[config.mk]
export PLATFORM = sky130hd
export DESIGN_NAME = gpio_irq_bank
export DESIGN_NICKNAME = d
export VERILOG_FILES = /design/src/rtl/gpio_bank_pkg.sv /design/src/rtl/gpio_in_sync.sv /design/src/rtl/gpio_edge_latch.sv /design/src/rtl/gpio_blink_gen.sv /design/src/rtl/gpio_irq_bank.sv
export SDC_FILE = /design/constraint.sdc
export NUM_CORES = 1
export LEC_CHECK = 0
export ABC_AREA = 1
export BUFFER_PORTS_ARGS = -buffer_cell sky130_fd_sc_hd__buf_2
export CAP_MARGIN = 20
export CORE_ASPECT_RATIO = 0.75
export CORE_UTILIZATION = 60
export DETAILED_ROUTE_END_ITERATION = 10
export GPL_ROUTABILITY_DRIVEN = 0
export PLACE_DENSITY = 0.83
export SLEW_MARGIN = 10
export SYNTH_ARGS = -nofsm -noshare
export SYNTH_HDL_FRONTEND = slang
export SYNTH_SLANG_ARGS = --single-unit
export TNS_END_PERCENT = 5
[constraint.sdc]
create_clock -name clk -period 2.8 [get_ports clk]
set_clock_uncertainty 0.05 [all_clocks]
set_input_delay 0 -clock clk [delete_from_list [all_inputs] [get_ports clk]]
set_output_delay 0 -clock clk [all_outputs]
set_load 0.01 [all_outputs]
[src/rtl/gpio_bank_pkg.sv]
// Package: register byte offsets shared by the GPIO bank and its checker.
// Assumes word-aligned byte addresses; the two mask offsets get the
// MASK_OFS parameter added at the point of use.
package gpio_bank_pkg;
    localparam int OFS_OUT   = 'h00;
    localparam int OFS_DIR   = 'h04;
    localparam int OFS_BLINK = 'h08;
    localparam int OFS_POL   = 'h0C;
    localparam int OFS_DIN   = 'h10;
    localparam int OFS_CAUSE = 'h14;
    localparam int OFS_EMSK  = 'h18;
    localparam int OFS_LMSK  = 'h1C;
endpackage

[src/rtl/gpio_in_sync.sv]
// Two-flop synchronizer for W asynchronous pad inputs, plus one extra
// stage that holds the previous synchronized level for edge detection.
// Assumes each pad bit is independent (no multi-bit coherence needed).
module gpio_in_sync #(
    parameter int W = 32
) (
    input  logic         clk,
    input  logic         rst_n,
    input  logic [W-1:0] raw,
    output logic [W-1:0] cur,
    output logic [W-1:0] prv
);
    logic [W-1:0] meta_q;

    // Shift pad levels through the metastability stage and the history stage.
    always_ff @(posedge clk) begin
        if (!rst_n) begin
            meta_q <= '0;
            cur    <= '0;
            prv    <= '0;
        end else begin
            meta_q <= raw;
            cur    <= meta_q;
            prv    <= cur;
        end
    end
endmodule

[src/rtl/gpio_edge_latch.sv]
// Sticky edge flags. A flag sets when the polarity-adjusted input goes
// 0 to 1. Both the current and the previous sample use the present
// polarity, so a polarity write alone never looks like an edge.
// A clearing write keeps bits written as 1, and a new edge beats a clear.
module gpio_edge_latch #(
    parameter int W = 32
) (
    input  logic         clk,
    input  logic         rst_n,
    input  logic [W-1:0] lvl_cur,
    input  logic [W-1:0] lvl_prv,
    input  logic [W-1:0] pol,
    input  logic         clr_we,
    input  logic [W-1:0] keep,
    output logic [W-1:0] flags
);
    logic [W-1:0] rise;
    logic [W-1:0] kept;

    // Detect 0-to-1 of the visible input under the current polarity.
    always_comb rise = (lvl_cur ^ pol) & ~(lvl_prv ^ pol);

    // Apply the write-zero-to-clear mask when the flag register is written.
    always_comb kept = clr_we ? (flags & keep) : flags;

    // Update flags, with set taking priority over clear.
    always_ff @(posedge clk) begin
        if (!rst_n) flags <= '0;
        else        flags <= kept | rise;
    end
endmodule

[src/rtl/gpio_blink_gen.sv]
// Shared blink phase: toggles once every DIV cycles, counted from reset.
// Assumes DIV >= 1.
module gpio_blink_gen #(
    parameter int DIV = 1000000
) (
    input  logic clk,
    input  logic rst_n,
    output logic phase
);
    localparam int CNT_W = (DIV > 1) ? $clog2(DIV) : 1;
    localparam logic [CNT_W-1:0] LAST = CNT_W'(DIV - 1);

    logic [CNT_W-1:0] cnt_q;

    // Count cycles and flip the phase on each wrap.
    always_ff @(posedge clk) begin
        if (!rst_n) begin
            cnt_q <= '0;
            phase <= 1'b0;
        end else if (cnt_q == LAST) begin
            cnt_q <= '0;
            phase <= ~phase;
        end else begin
            cnt_q <= cnt_q + 1'b1;
        end
    end
endmodule

[src/rtl/gpio_irq_bank.sv]
// GPIO bank top. It holds the register file and decodes the bus,
// derives the input word and the pad drive, and ORs the per-pin
// requests into one summary line per bank of GROUP_W pins.
// Assumes NPINS is a multiple of GROUP_W, and that the shifted mask
// addresses do not collide with other registers.
module gpio_irq_bank
    import gpio_bank_pkg::*;
#(
    parameter int NPINS     = 32,
    parameter int GROUP_W   = 8,
    parameter int ADDR_W    = 8,
    parameter int MASK_OFS  = 0,
    parameter int BLINK_DIV = 1000000
) (
    input  logic                       clk,
    input  logic                       rst_n,
    input  logic                       bus_wr,
    input  logic [ADDR_W-1:0]          bus_addr,
    input  logic [NPINS-1:0]           bus_wdata,
    output logic [NPINS-1:0]           bus_rdata,
    input  logic [NPINS-1:0]           pad_in,
    output logic [NPINS-1:0]           pad_out,
    output logic [NPINS-1:0]           pad_oe,
    output logic [NPINS/GROUP_W-1:0]   irq_bank
);
    localparam int NGROUPS = NPINS / GROUP_W;
    localparam logic [ADDR_W-1:0] A_OUT   = ADDR_W'(OFS_OUT);
    localparam logic [ADDR_W-1:0] A_DIR   = ADDR_W'(OFS_DIR);
    localparam logic [ADDR_W-1:0] A_BLINK = ADDR_W'(OFS_BLINK);
    localparam logic [ADDR_W-1:0] A_POL   = ADDR_W'(OFS_POL);
    localparam logic [ADDR_W-1:0] A_DIN   = ADDR_W'(OFS_DIN);
    localparam logic [ADDR_W-1:0] A_CAUSE = ADDR_W'(OFS_CAUSE);
    localparam logic [ADDR_W-1:0] A_EMSK  = ADDR_W'(OFS_EMSK + MASK_OFS);
    localparam logic [ADDR_W-1:0] A_LMSK  = ADDR_W'(OFS_LMSK + MASK_OFS);

    logic [NPINS-1:0] out_q, dir_q, blink_q, pol_q, emask_q, lmask_q;
    logic [NPINS-1:0] sync_cur, sync_prv;
    logic [NPINS-1:0] data_in_w;
    logic [NPINS-1:0] edge_cause_w;
    logic [NPINS-1:0] pend_w;
    logic             cause_wr;
    logic             blink_phase;

    // Write the configuration registers from the bus.
    always_ff @(posedge clk) begin
        if (!rst_n) begin
            out_q   <= '0;
            dir_q   <= '0;
            blink_q <= '0;
            pol_q   <= '0;
            emask_q <= '0;
            lmask_q <= '0;
        end else if (bus_wr) begin
            if (bus_addr == A_OUT)   out_q   <= bus_wdata;
            if (bus_addr == A_DIR)   dir_q   <= bus_wdata;
            if (bus_addr == A_BLINK) blink_q <= bus_wdata;
            if (bus_addr == A_POL)   pol_q   <= bus_wdata;
            if (bus_addr == A_EMSK)  emask_q <= bus_wdata;
            if (bus_addr == A_LMSK)  lmask_q <= bus_wdata;
        end
    end

    gpio_in_sync #(.W(NPINS)) u_sync (
        .clk   (clk),
        .rst_n (rst_n),
        .raw   (pad_in),
        .cur   (sync_cur),
        .prv   (sync_prv)
    );

    // Flag register writes that clear edge flags.
    always_comb cause_wr = bus_wr && (bus_addr == A_CAUSE);

    gpio_edge_latch #(.W(NPINS)) u_edge (
        .clk     (clk),
        .rst_n   (rst_n),
        .lvl_cur (sync_cur),
        .lvl_prv (sync_prv),
        .pol     (pol_q),
        .clr_we  (cause_wr),
        .keep    (bus_wdata),
        .flags   (edge_cause_w)
    );

    gpio_blink_gen #(.DIV(BLINK_DIV)) u_blink (
        .clk   (clk),
        .rst_n (rst_n),
        .phase (blink_phase)
    );

    // Form the visible input word from the synchronized level and polarity.
    always_comb data_in_w = sync_cur ^ pol_q;

    // Drive pads: blink pins follow the phase, others their output bit.
    always_comb begin
        pad_out = (out_q & ~blink_q) | (blink_q & {NPINS{blink_phase}});
        pad_oe  = ~dir_q;
    end

    // Combine the per-pin level and edge requests.
    always_comb pend_w = (data_in_w & lmask_q) | (edge_cause_w & emask_q);

    for (genvar g = 0; g < NGROUPS; g++) begin : g_bank
        // OR one bank of pins onto its summary line.
        always_comb irq_bank[g] = |pend_w[g*GROUP_W +: GROUP_W];
    end

    // Return the addressed register; unmapped addresses read as zero.
    always_comb begin
        bus_rdata = '0;
        if (bus_addr == A_OUT)   bus_rdata = out_q;
        if (bus_addr == A_DIR)   bus_rdata = dir_q;
        if (bus_addr == A_BLINK) bus_rdata = blink_q;
        if (bus_addr == A_POL)   bus_rdata = pol_q;
        if (bus_addr == A_DIN)   bus_rdata = data_in_w;
        if (bus_addr == A_CAUSE) bus_rdata = edge_cause_w;
        if (bus_addr == A_EMSK)  bus_rdata = emask_q;
        if (bus_addr == A_LMSK)  bus_rdata = lmask_q;
    end
endmodule

==> summary.md <==
| Metric | Value |
|---|---|
| Crit Path Category | in2out |
| VDD IR max | 0.000354 V |
| Worst Hold Launch | bus_wr |
| Clk_lat worst skew | 0.51 ns |
| Worst hold path class | in2reg |
| Layout area overhead | 19.5% |
| Setup Viol. Count Final | 0 |
| Post-DP HPWL | 28000 um |
| Post-DRT Antenna Nets | 0 |
| Syn avg cell area | 6.94 sq um |
| Crit Reg-Reg Startpoint | u_blink.cnt_q[0] |
| CP endpoint kind | primary output |
| 1st-iter DRT viols | 1708 |
| Status | complete, no violations |
| Diodes inserted | 0 |
| Share of cells above drive strength 1 | 0.124 |
| PostCTS Resize Cnt | 0 |
| Clock Tree Buf Depth | 3 |
| Slew margin rel. | 0.361 |
| Vias in the first global route | 14200 |
| IO Count | 175 |
| Post-Syn Nets | 2209 |
| Global-route wire length before repair | 70800 um |
| Primary FF master, synth | dfxtp_1 |
| TritonCTS clock tree | done |
| Startpoint class of the critical path | input port |
| CP Launch Point | bus_addr[7] |
| Number of H-tree levels | 2 |
| #FFs+latches synth | 341 |
| Mapped Area | 0.0148 sq mm |
| Fin crit share | 0.796 |
| Detailed-route wire length | 44600 um |
| Setup bufs post-CTS | 0 |
| WL per Instance | 16.6 um |
| Worst Max-Slew Pin Slew | 0.957 ns |
| Commonest cells after routing, fill and taps aside | nor2_1, dfxtp_1, nand2_1 |
| Commonest non-fill, non-tap cell in the layout | nor2_1 |
| DRT Pass-1 Iters | 6 |
| Leakage power | 0.00778 uW |
| Vias/cell | 5.67 |
| Crit-path max FO | 17 |
| Cells after synthesis | 2133 |
| Site Rows | 49 |
| CTS Root Cell | clkbuf_16 |
| WP data arrival | 2.18 ns |
| Async set-reset flop share out of synthesis | 0 |
| Final slew viol count | 0 |
| Number of port buffers | 174 |
| Worst-path clk slew | 0.06 ns |
| CTS Buf Count | 34 |
| Initial antenna violation count | 1 |
| Yosys cell types | 35 |
| Aggregate global-route resource usage | 0.345 |
| Max Clk Rate | 449 MHz |
| Worst Path Required | 2.75 ns |
| Final min period | 2.23 ns |
| Clock sinks | 341 |
| Setup TNS after final layout | 0 ns |
| Final hold violation count | 0 |
| EDFF count, synth | 0 |
| Post-synthesis sequential area ratio | 0.461 |
| Drt drc | 0 |
| RSZ-0062 raised after global routing | no |
| Largest net degree at the start of global routing | 78 |
| Total gr overflow | 0 |
| Die width | 183 um |
| Pwr Density | 574 mW/mm^2 |
| Ys Warns | 0 |
| Max-cap violation count | 0 |
| Die Area | 0.0253 sq mm |
| Core Box Area | 0.0241 sq mm |
| Starting Density | 0.614 |
| Final net count | 2407 |
| Total power draw | 10100 uW |
| Via count | 15200 |
| Vert. Die Dim | 138 um |
[metal layers]
| layer | GRT usage | vias to the layer above | routed length (um) |
|---|---|---|---|
| li1 | - | 7238 | - |
| met4 | 0.137 | 0 | 1430 |
| met1 | 0.463 | 7006 | 18200 |
| met3 | 0.0582 | 134 | 4700 |
| met2 | 0.555 | 854 | 20200 |
| met5 | 0 | - | 0 |
[cells by family after synthesis]
kind of cell	share of synthesized area
and+or+nand+nor	0.268
xor gates and xnor gates	0.00533
DFF	0.461
adders and majority gates	0.000845
buffers and inverters	0.102
AOI/OAI and AO/OA	0.162
[worst paths after layout]
path / endpoint / slack (ns) / depth (start not counted)
hold / removal: emask_q[26] / 0.14 / 4
setup / recovery: bus_rdata[10] / 0.57 / 12
setup reg to reg: u_blink.cnt_q[16] / 0.85 / 8
hold reg to reg: u_sync.cur[18] / 0.36 / 2
[cell type report]
class,instances,area (sq um)
Fill cell,1857,6410
Timing Repair Buffer,271,1840
Clock buffer,48,1010
Tap cell,331,414
Multi-Input combinational cell,1412,6460
Sequential cell,341,6830
Clock inverter,11,115
Inverter,271,1020
[report_power, final]
part	switching (uW)	leakage [uW]	internal [uW]	total, uW
logic	323	0.00445	200	523
registers	54.8	0.00277	4940	5000
clock network	1910	0.000561	2710	4620
total	2290	0.00778	7860	10100
[critical path, cell delays in order]
cell and delay, ns:
buf_2 0.10, nor2_2 0.13, nand3_2 0.15, inv_1 0.18, nand2_1 0.58, buf_4 0.47
nor2_1 0.14, nor2_1 0.06, nand3_1 0.09, nand2_1 0.05, nand3_1 0.07, buf_2 0.13
[metrics by stage]
step	hold slack [ns]	cells	utilization	instance area (sq um)	worst slack [ns]
6_report	0.137	2685	0.734	17700	0.571
5_1_grt	0.123	2685	0.734	17700	0.532
4_1_cts	0.100	2683	0.732	17600	0.645
3_5_place_dp	0.134	2552	0.655	15800	0.614
3_3_place_gp	0.129	2552	0.655	15800	0.737
2_1_floorplan	0.0476	2133	-	14800	1.32
[cells in the mapped netlist, types with 5 or more instances]
library cell	instances	area, sq um
nor2_1	348	1310
dfxtp_1	341	6830
nand2_1	336	1260
inv_1	259	972
a21oi_1	233	1170
o21ai_0	158	791
nand3_1	124	621
nor3_1	58	290
clkbuf_1	56	210
o21ai_1	56	280
buf_2	40	200
nand4_1	35	219
o22ai_1	16	100
inv_2	10	37.5
xor2_1	9	78.8
nand2_2	7	43.8
a22o_1	6	52.6
or2_2	5	31.3
[what timing repair did]
action	4_1_cts	5_1_grt
hold buffers	72	0
endpoints found under the hold margin	270	0
setup endpoints to repair	0	0
[flip-flops by register name, indices dropped and copies added (netlist names)]
signal / count
blink_q: 32
dir_q: 32
emask_q: 32
lmask_q: 32
out_q: 32
pol_q: 32
u_edge.flags: 32
u_sync.cur: 32
u_sync.meta_q: 32
u_sync.prv: 32
u_blink.cnt_q: 20
u_blink.phase: 1
No activity file was read; power rests on OpenSTA's default activity.
